===== src/rtl/timer_pkg.sv =====
package timer_pkg;

  localparam int ADDR_W = 2;

  localparam logic [ADDR_W-1:0] ADDR_RELOAD = 2'd0;
  localparam logic [ADDR_W-1:0] ADDR_COUNT  = 2'd1;
  localparam logic [ADDR_W-1:0] ADDR_CTRL   = 2'd2;

  typedef enum logic [1:0] {
    RD_RELOAD = 2'd0,
    RD_COUNT  = 2'd1,
    RD_CTRL   = 2'd2,
    RD_NONE   = 2'd3
  } rdSel_e;

  typedef struct packed {
    logic   presetCnt;
    logic   wrReload;
    logic   wrCtrl;
    logic   rdStrobe;
    rdSel_e rdSel;
  } tmrStrobes_t;

endpackage


===== src/rtl/timer_control.sv =====
module timer_control
  import timer_pkg::*;
#(
  parameter int CNT_W = 8
) (
  input  logic              clk,
  input  logic              rstN,
  input  logic              busWrEn,
  input  logic              busRdEn,
  input  logic [ADDR_W-1:0] busAddr,
  input  logic [1:0]        ctrlBits,
  input  logic              wrapEvt,
  input  logic              globalIntEn,
  output tmrStrobes_t       strb,
  output logic              pendBit,
  output logic              maskBit,
  output logic              irqOut,
  output logic [CNT_W-1:0]  statusByte
);

  localparam int PAD_W = CNT_W - 2;

  logic pendQ;
  logic maskQ;
  logic clrReq;

  // Address decode into datapath strobes
  always_comb begin
    strb           = '0;
    strb.presetCnt = busWrEn && (busAddr == ADDR_COUNT);
    strb.wrReload  = busWrEn && (busAddr == ADDR_RELOAD);
    strb.wrCtrl    = busWrEn && (busAddr == ADDR_CTRL);
    strb.rdStrobe  = busRdEn;
    case (busAddr)
      ADDR_RELOAD: strb.rdSel = RD_RELOAD;
      ADDR_COUNT:  strb.rdSel = RD_COUNT;
      ADDR_CTRL:   strb.rdSel = RD_CTRL;
      default:     strb.rdSel = RD_NONE;
    endcase
  end

  assign clrReq = strb.wrCtrl && ctrlBits[0];

  // Sticky pending flag: a new overflow wins over a clear on the same edge
  always_ff @(posedge clk or negedge rstN) begin
    if (!rstN) begin
      pendQ <= 1'b0;
    end else if (wrapEvt) begin
      pendQ <= 1'b1;
    end else if (clrReq) begin
      pendQ <= 1'b0;
    end
  end

  always_ff @(posedge clk or negedge rstN) begin
    if (!rstN) begin
      maskQ <= 1'b0;
    end else if (strb.wrCtrl) begin
      maskQ <= ctrlBits[1];
    end
  end

  assign pendBit    = pendQ;
  assign maskBit    = maskQ;
  assign irqOut     = pendQ && maskQ && globalIntEn;
  assign statusByte = {{PAD_W{1'b0}}, maskQ, pendQ};

endmodule


===== src/rtl/timer_datapath.sv =====
module timer_datapath
  import timer_pkg::*;
#(
  parameter int CNT_W = 8
) (
  input  logic             clk,
  input  logic             rstN,
  input  logic             tickEn,
  input  tmrStrobes_t      strb,
  input  logic [CNT_W-1:0] wrData,
  input  logic [CNT_W-1:0] statusByte,
  output logic             wrapEvt,
  output logic             ovfPulse,
  output logic [CNT_W-1:0] rdData
);

  localparam logic [CNT_W-1:0] CNT_ONE = CNT_W'(1);

  logic [CNT_W-1:0] cntQ;
  logic [CNT_W-1:0] cntNext;
  logic [CNT_W-1:0] relQ;
  logic [CNT_W-1:0] rdQ;
  logic [CNT_W-1:0] rdMux;
  logic             atMax;
  logic             ovfQ;

  assign atMax   = &cntQ;
  assign wrapEvt = tickEn && atMax && !strb.presetCnt;

  // A preset beats a tick; an overflow tick reloads instead of wrapping to zero
  always_comb begin
    cntNext = cntQ;
    if (strb.presetCnt) begin
      cntNext = relQ;
    end else if (tickEn) begin
      cntNext = atMax ? relQ : (cntQ + CNT_ONE);
    end
  end

  always_ff @(posedge clk or negedge rstN) begin
    if (!rstN) begin
      cntQ <= '0;
    end else begin
      cntQ <= cntNext;
    end
  end

  always_ff @(posedge clk or negedge rstN) begin
    if (!rstN) begin
      relQ <= '0;
    end else if (strb.wrReload) begin
      relQ <= wrData;
    end
  end

  always_ff @(posedge clk or negedge rstN) begin
    if (!rstN) begin
      ovfQ <= 1'b0;
    end else begin
      ovfQ <= wrapEvt;
    end
  end

  always_comb begin
    case (strb.rdSel)
      RD_RELOAD: rdMux = relQ;
      RD_COUNT:  rdMux = cntQ;
      RD_CTRL:   rdMux = statusByte;
      default:   rdMux = '0;
    endcase
  end

  // Snapshot at the strobe so a multi-cycle read never sees a moving value
  always_ff @(posedge clk or negedge rstN) begin
    if (!rstN) begin
      rdQ <= '0;
    end else if (strb.rdStrobe) begin
      rdQ <= rdMux;
    end
  end

  assign ovfPulse = ovfQ;
  assign rdData   = rdQ;

endmodule


===== src/rtl/reload_timer.sv =====
module reload_timer
  import timer_pkg::*;
#(
  parameter int CNT_W = 8
) (
  input  logic              clk,
  input  logic              rstN,
  input  logic              tickEn,
  input  logic              globalIntEn,
  input  logic              busWrEn,
  input  logic              busRdEn,
  input  logic [ADDR_W-1:0] busAddr,
  input  logic [CNT_W-1:0]  busWrData,
  output logic [CNT_W-1:0]  busRdData,
  output logic              irqOut,
  output logic              ovfPulse
);

  tmrStrobes_t      strb;
  logic             wrapEvt;
  logic             pendBit;
  logic             maskBit;
  logic [CNT_W-1:0] statusByte;

  timer_control #(.CNT_W(CNT_W)) u_ctl (
    .clk        (clk),
    .rstN       (rstN),
    .busWrEn    (busWrEn),
    .busRdEn    (busRdEn),
    .busAddr    (busAddr),
    .ctrlBits   (busWrData[1:0]),
    .wrapEvt    (wrapEvt),
    .globalIntEn(globalIntEn),
    .strb       (strb),
    .pendBit    (pendBit),
    .maskBit    (maskBit),
    .irqOut     (irqOut),
    .statusByte (statusByte)
  );

  timer_datapath #(.CNT_W(CNT_W)) u_dp (
    .clk       (clk),
    .rstN      (rstN),
    .tickEn    (tickEn),
    .strb      (strb),
    .wrData    (busWrData),
    .statusByte(statusByte),
    .wrapEvt   (wrapEvt),
    .ovfPulse  (ovfPulse),
    .rdData    (busRdData)
  );

endmodule


===== config.mk =====
export PLATFORM = sky130hd
export DESIGN_NAME = reload_timer
export DESIGN_NICKNAME = d
export VERILOG_FILES = /design/src/rtl/timer_pkg.sv /design/src/rtl/timer_control.sv /design/src/rtl/timer_datapath.sv /design/src/rtl/reload_timer.sv
export SDC_FILE = /design/constraint.sdc
export NUM_CORES = 1
export LEC_CHECK = 0
export BUFFER_PORTS_ARGS = -buffer_cell sky130_fd_sc_hd__buf_2
export CORE_ASPECT_RATIO = 2
export CORE_UTILIZATION = 59
export DETAILED_ROUTE_END_ITERATION = 8
export HOLD_SLACK_MARGIN = 0.15
export PLACE_DENSITY = 0.83
export SYNTH_ARGS = -nofsm -noshare
export SYNTH_HDL_FRONTEND = slang
export SYNTH_HIERARCHICAL = 1
export SYNTH_SLANG_ARGS = --single-unit

===== constraint.sdc =====
create_clock -name clk -period 2.56 [get_ports clk]
set_clock_uncertainty 0.1 [all_clocks]
set_input_delay 0.256 -clock clk [delete_from_list [all_inputs] [get_ports clk]]
set_output_delay 0.256 -clock clk [all_outputs]
set_load 0.005 [all_outputs]

* After elaboration in Yosys (flattened, before gate mapping)
Index checks and enable logic that the tools add are counted.
** Operators by class
- $add $sub $neg :: 1
- Equal/unequal tests :: 4
- Muxes and demuxes :: 7
- Reductions and logical operators :: 14
** Operator list (number)
- 2-to-1 mux 8 bit :: 3
- one-hot mux 8 bit (3 select lines) :: 1
- adder 8 x 1 -> 8 bit (second input constant) :: 1
- logical AND 1 bit :: 8
- AND reduction 8 bit :: 1
- one-hot mux 2 bit (3 select lines) :: 1
- == test 2 x 1 -> 1 bit (second input constant) :: 2
- == test 2 bit (second input constant) :: 2
- logical NOT 2 bit :: 2
- nonzero test 2 bit :: 2
- 2-to-1 mux 1 bit :: 2
- logical NOT 1 bit :: 1
** Storage, ports and cells
- Register bits after elaboration :: 27
- Bits of input ports :: 16
- Word-level logic and storage cells :: 32

* Longest topological paths before layout
- Depth in word-level cells :: 5
- Depth in mapped cells :: 6
- Gate-level depth less buffers :: 5

* By module
Netlist, hierarchy kept.
** By module, submodules not included
- timer_datapath :: instances 1, cells an instance 137, area an instance 1343.8 µm², sequential area each 625.6 µm²
- timer_control :: instances 1, cells an instance 22, area an instance 191.4 µm², sequential area each 50.0 µm²

* Worst setup path before layout
OpenSTA, ideal clock, no wires.
- Path type :: reg-to-reg
- Start :: reg u_dp.cntQ[0]
- End :: reg u_dp.cntQ[7]
- Library setup time :: 0.124 ns
- Data arrival time :: 1.324 ns
- Setup slack :: 1.012 ns
- Cell stages (with the launch flop) :: 6
- Path buffers :: 0
- Clock period less this slack :: 1.548 ns
- Path through :: dfrtp_1 > ha_1 > nand4_2 > o21bai_4 > o21ai_2 > a211o_1
** Between the ends
- Word-level cells in the longest chain between the ends :: 4
- Elaborated cells on any way between the ends :: 5
** Ends and longest elaborated chain
- from (decl) :: line timer_datapath.sv:19 : logic [CNT_W-1:0] cntQ;
- from (signal assigned) :: line timer_datapath.sv:44 : cntQ <= cntNext;
- adder 8 x 1 -> 8 bit or AND reduction 8 bit (tied branches) :: line timer_datapath.sv:36, timer_datapath.sv:27
- 2-to-1 mux 8 bit (*) :: line timer_datapath.sv:36 : cntNext = atMax ? relQ : (cntQ + CNT_ONE);
- 2-to-1 mux 8 bit (*) :: line timer_datapath.sv:35 : end else if (tickEn) begin
- 2-to-1 mux 8 bit (*) :: line timer_datapath.sv:33 : if (strb.presetCnt) begin
Mark *: on every way between the ends. The rest lies on a longest branch, timed or not. The select of a mux whose other input is x is not followed.
A chain may end at the register's enable or synchronous reset.

* Final worst setup path
- Start :: reg u_dp.cntQ[0]
- End :: reg u_ctl.pendQ, in the netlist u_ctl/pendBit
** Between the ends
- Word-level cells in the longest chain between the ends :: 4
- Elaborated cells on any way between the ends :: 5
** Ends and longest elaborated chain
- AND reduction 8 bit (*) :: line timer_datapath.sv:27 : assign atMax = &cntQ;
- logical AND 1 bit (*) (2 in series) :: line timer_datapath.sv:28 : assign wrapEvt = tickEn && atMax && !strb.presetCnt;
- named net wrapEvt :: line reload_timer.sv:20 : logic wrapEvt;
- 2-to-1 mux 1 bit or nonzero test 2 bit (tied branches)
- to (signal assigned) :: line timer_control.sv:47 : pendQ <= 1'b0;
- to (signal assigned) :: line timer_control.sv:49 : pendQ <= 1'b1;
- to (signal assigned) :: line timer_control.sv:51 : pendQ <= 1'b0;
- to (decl) :: line timer_control.sv:23 : logic pendQ;
The timed path passes the listed nets; every way through them passes the cells marked *.

==> metrics.md <==
| Metric | Value |
|---|---|
| Total number of yosys warnings | 6 |
| Worst Max-Slew Pin Slew | approximately 600 ps |
| Hold-critical path endpoint | u_dp/rdData[1] |
| Clk slew on worst S/H paths | around 90 ps |
| H-tree depth | 1 |
| Shortest clock period the worst path allows after layout | roughly 1800 ps |
| Wire length of the first global-routing pass | slightly above 5000 um |
| Number of buffers added on ports | 25 |
| Resize count post-CTS | 0 |
| Number of setup buffers added after CTS | 0 |
| Routability Congestion | 0.879 |
| Site row count | 25 |
| Source of the worst hold timing path | busRdEn |
| Total power per unit cell area | 735 nW/um^2 |
| Violation count after the first detailed-routing iteration | 53 |
| Via count of the first global-routing pass | around 1,200 |
| Mapped Cells | about 160 |
| Horizontal die dimension | around 38 um |
| Quantity of hold-fixing buffers added after cts | 9 |
| Relative slew slack | slightly below 60% |
| Number of synthesized register bits | 27 |
| NetSw | 0.451 mW |
| Largest net degree at the start of global routing | 28 |
| Internal power | 0.822 mW |
| Share of layout cells above drive strength 1 | approximately a quarter |
| Sequential power share | 53.0% |
| Met2 Usage GRT | between 40 and 50% |
| Leading register cell type out of synthesis | sky130_fd_sc_hd__dfrtp_1 |
| Top post-synthesis cells by area | sky130_fd_sc_hd__dfrtp_1 44%, sky130_fd_sc_hd__mux2i_1 7.2%, sky130_fd_sc_hd__a21oi_1 5.5% |
| M1 GR Usage | 27.1% |
| Number of enable flip-flop cells after synthesis | 0 |
| Residual DRC count | 0 |
| Register-to-register path setup slack | just under 800 ps |
| CTS Buffer Depth | 2 |
| Setup-failing EPs final | 0 |
| Proportion of netlist area held by the largest area contributor | between 40 and 50% |
| Initial core utilization | 63.7% |
| Netlist area before placement | approximately 1500 um^2 |
| Largest fanout on the critical path | 6 |
| Power share of the combinational group | about 28% |
| CP Data Arrival Time | between 1500 and 2000 ps |
| Most common cell in the netlist | sky130_fd_sc_hd__dfrtp_1 |
| Worst Path Required | between 2000 and 3000 ps |
| Antenna-violating nets left | 0 |
| Total via count after detailed routing | about 1,200 |
| Worst R2R End | u_ctl/pendBit |
| Area growth from synthesis to layout | 12.8% |
| Per-instance average area after synthesis | 9.66 um^2 |
| Unrepaired setup endpoints after global routing | no |
| Largest voltage drop on the vdd net | about 0.00061 V |
| Run status | finished, final reports clean |
| Final wirelength | just over 3000 um |
| Peak Freq | 0.562 GHz |
| Max cap viols | 0 |
| Overall track demand over capacity in global routing | about a quarter |
| TritonCTS clock tree | yes |
| Share of synthesized area occupied by flip-flops and latches | between 40% and 50% |
| Most utilized layer in the global route result | met2 |
| Number of diodes | 0 |
| Pins Over Slew Limit | 0 |
| Mean routed wirelength per cell | 14.7 um |
| Number of antenna violations at the first check in global routing | 0 |
| Synth async-reset ratio | 100% |
| Leakage power figure | around 0.81 nW |
| Vertical extent of the die | 74.1 um |
| Standard cell core area | between 2000 and 2500 um^2 |
| Num CTS Buffers | 3 |
| Element type at the critical path end | flop |
| Switching part of the total | roughly 35% |
| Total iterations of the first detailed-routing run | 4 |
| Part of the power in the clock network | between 10% and 20% |
| Critical Path Source Type | flop |
| Cell taking the most area after synthesis | sky130_fd_sc_hd__dfrtp_1 |
| Die Outline Area | between 2000 and 3000 um^2 |
| Distinct cells, synth | 37 |
| Count of boundary I/O pins | 26 |
| Total power of the final layout | between 1 and 1.5 mW |
| Startpoint of the most critical register-to-register path | u_dp/cntQ[0] |
| Final-report hold violation count | 0 |
| Critical setup path kind | reg -> reg |
| Global Route met3 Usage | between 1.5 and 2% |
| Worst r2r path cells | 5 |
| Final worst path period share | ~70% |
| Dpl hpwl | 2230 um |
| Net count of the finished layout | 200 |
| Setup total negative slack | 0 ps |
| Routed vias/inst | between 5 and 6 |
| Insertion delay to the later sink of the worst-skew pair | approximately 270 ps |
| Most instantiated cells after synthesis | 27 x sky130_fd_sc_hd__dfrtp_1, 21 x sky130_fd_sc_hd__nor2_1, 17 x sky130_fd_sc_hd__a21oi_1, 11 x sky130_fd_sc_hd__buf_4, 11 x sky130_fd_sc_hd__mux2i_1 |
| Clock Sinks | 27 |
| Root Buffer | sky130_fd_sc_hd__clkbuf_8 |
| Overflow after GRT | 0 |
| Hold Path Cell Cnt | 2 |
| Hold crit path type | in -> reg |
## worst max-delay path: stages (launching register included)
cell                      delay (ps)
sky130_fd_sc_hd__dfrtp_1         440
sky130_fd_sc_hd__ha_1            250
sky130_fd_sc_hd__nand3_1         150
sky130_fd_sc_hd__nor4_1          490
sky130_fd_sc_hd__inv_1            90
sky130_fd_sc_hd__a31oi_1         190
## stage by stage
step           cell area [um^2]  util [%]  hold WS (ps)  cells  setup slack [ps]
2_1_floorplan              1550         -          -140    164              1010
3_3_place_gp               1600      66.3           185    196               781
3_5_place_dp               1600      66.3           191    196               706
4_1_cts                    1730      71.9           239    209               835
5_1_grt                    1730      71.9           250    209               629
6_report                   1730      71.9           233    209               780
## cells by family after synthesis
kind of cell	share of synthesized area [%]
muxes	13.3
buffers and inverters	9.29
and+or+nand+nor	16.9
adders and majority gates	0.815
AOI/OAI and AO/OA	14.9
other	0.244
DFF	44.0
xor gates and xnor gates	0.571
## layout by cell type, fill, tap and decap left out, types with 2 or more instances in the layout
| cell type | count |
|---|---|
| sky130_fd_sc_hd__mux2_2 | 7 |
| sky130_fd_sc_hd__o21ai_0 | 6 |
| sky130_fd_sc_hd__clkbuf_8 | 3 |
| sky130_fd_sc_hd__nand2_1 | 6 |
| sky130_fd_sc_hd__a221o_1 | 2 |
| sky130_fd_sc_hd__dlygate4sd3_1 | 9 |
| sky130_fd_sc_hd__nor2_1 | 21 |
| sky130_fd_sc_hd__and3_1 | 3 |
| sky130_fd_sc_hd__and3b_2 | 2 |
| sky130_fd_sc_hd__nand3_1 | 2 |
| sky130_fd_sc_hd__a31oi_1 | 3 |
| sky130_fd_sc_hd__nor4_1 | 2 |
| sky130_fd_sc_hd__mux2i_1 | 11 |
| sky130_fd_sc_hd__buf_2 | 25 |
| sky130_fd_sc_hd__nor3b_1 | 2 |
| sky130_fd_sc_hd__or2_0 | 2 |
| sky130_fd_sc_hd__inv_1 | 5 |
| sky130_fd_sc_hd__a21oi_1 | 17 |
| sky130_fd_sc_hd__conb_1 | 6 |
| sky130_fd_sc_hd__nand4_1 | 2 |
| sky130_fd_sc_hd__a22oi_1 | 2 |
| sky130_fd_sc_hd__dfrtp_1 | 27 |
## how the worst max path moves through the flow
stage	from	endpoint	slack [ps]	cells after the start
global placement	busAddr[0]	u_dp/cntQ[7]	780	5
finish	u_dp/cntQ[0]	u_ctl/pendBit	780	5
floorplan	u_dp/cntQ[0]	u_dp/cntQ[7]	1010	5
global route	u_dp/cntQ[0]	u_ctl/pendBit	630	5
CTS	u_dp/cntQ[0]	u_ctl/pendBit	840	5
detailed placement	busAddr[0]	u_dp/cntQ[7]	710	5
## state kept, by name, summed over array words and instances (netlist names)
signal / flops
u_dp/cntQ: 8
u_dp/rdData: 8
u_ctl/pendBit: 1
u_ctl/maskBit: 1
u_dp/relQ: 8
u_dp/ovfPulse: 1
## power by group through the flow
stage	Sequential, mW	Clock, mW	Combinational (mW)
floorplan	0.630	0	0.292
global placement	0.672	0	0.325
detailed placement	0.679	0	0.339
CTS	0.673	0.246	0.351
global route	0.697	0.261	0.399
finish	0.675	0.245	0.353
## area by class of cell
| cell class | instances | area [um^2] |
|---|---|---|
| Sequential cell | 27 | 676 |
| Fill cell | 174 | 677 |
| Tap cell | 27 | 33.8 |
| Multi-Input combinational cell | 111 | 736 |
| Clock buffer | 4 | 45.0 |
| Timing Repair Buffer | 35 | 223 |
| Inverter | 5 | 18.8 |
## routing by layer
layer / share of wire (%) / wire, um
met2: 55 / 1680
met1: 41 / 1250
met5: 0 / 0
met3: 2.6 / 80
met4: 2.2 / 67
Note: power is estimated with default switching activity, not from simulation.
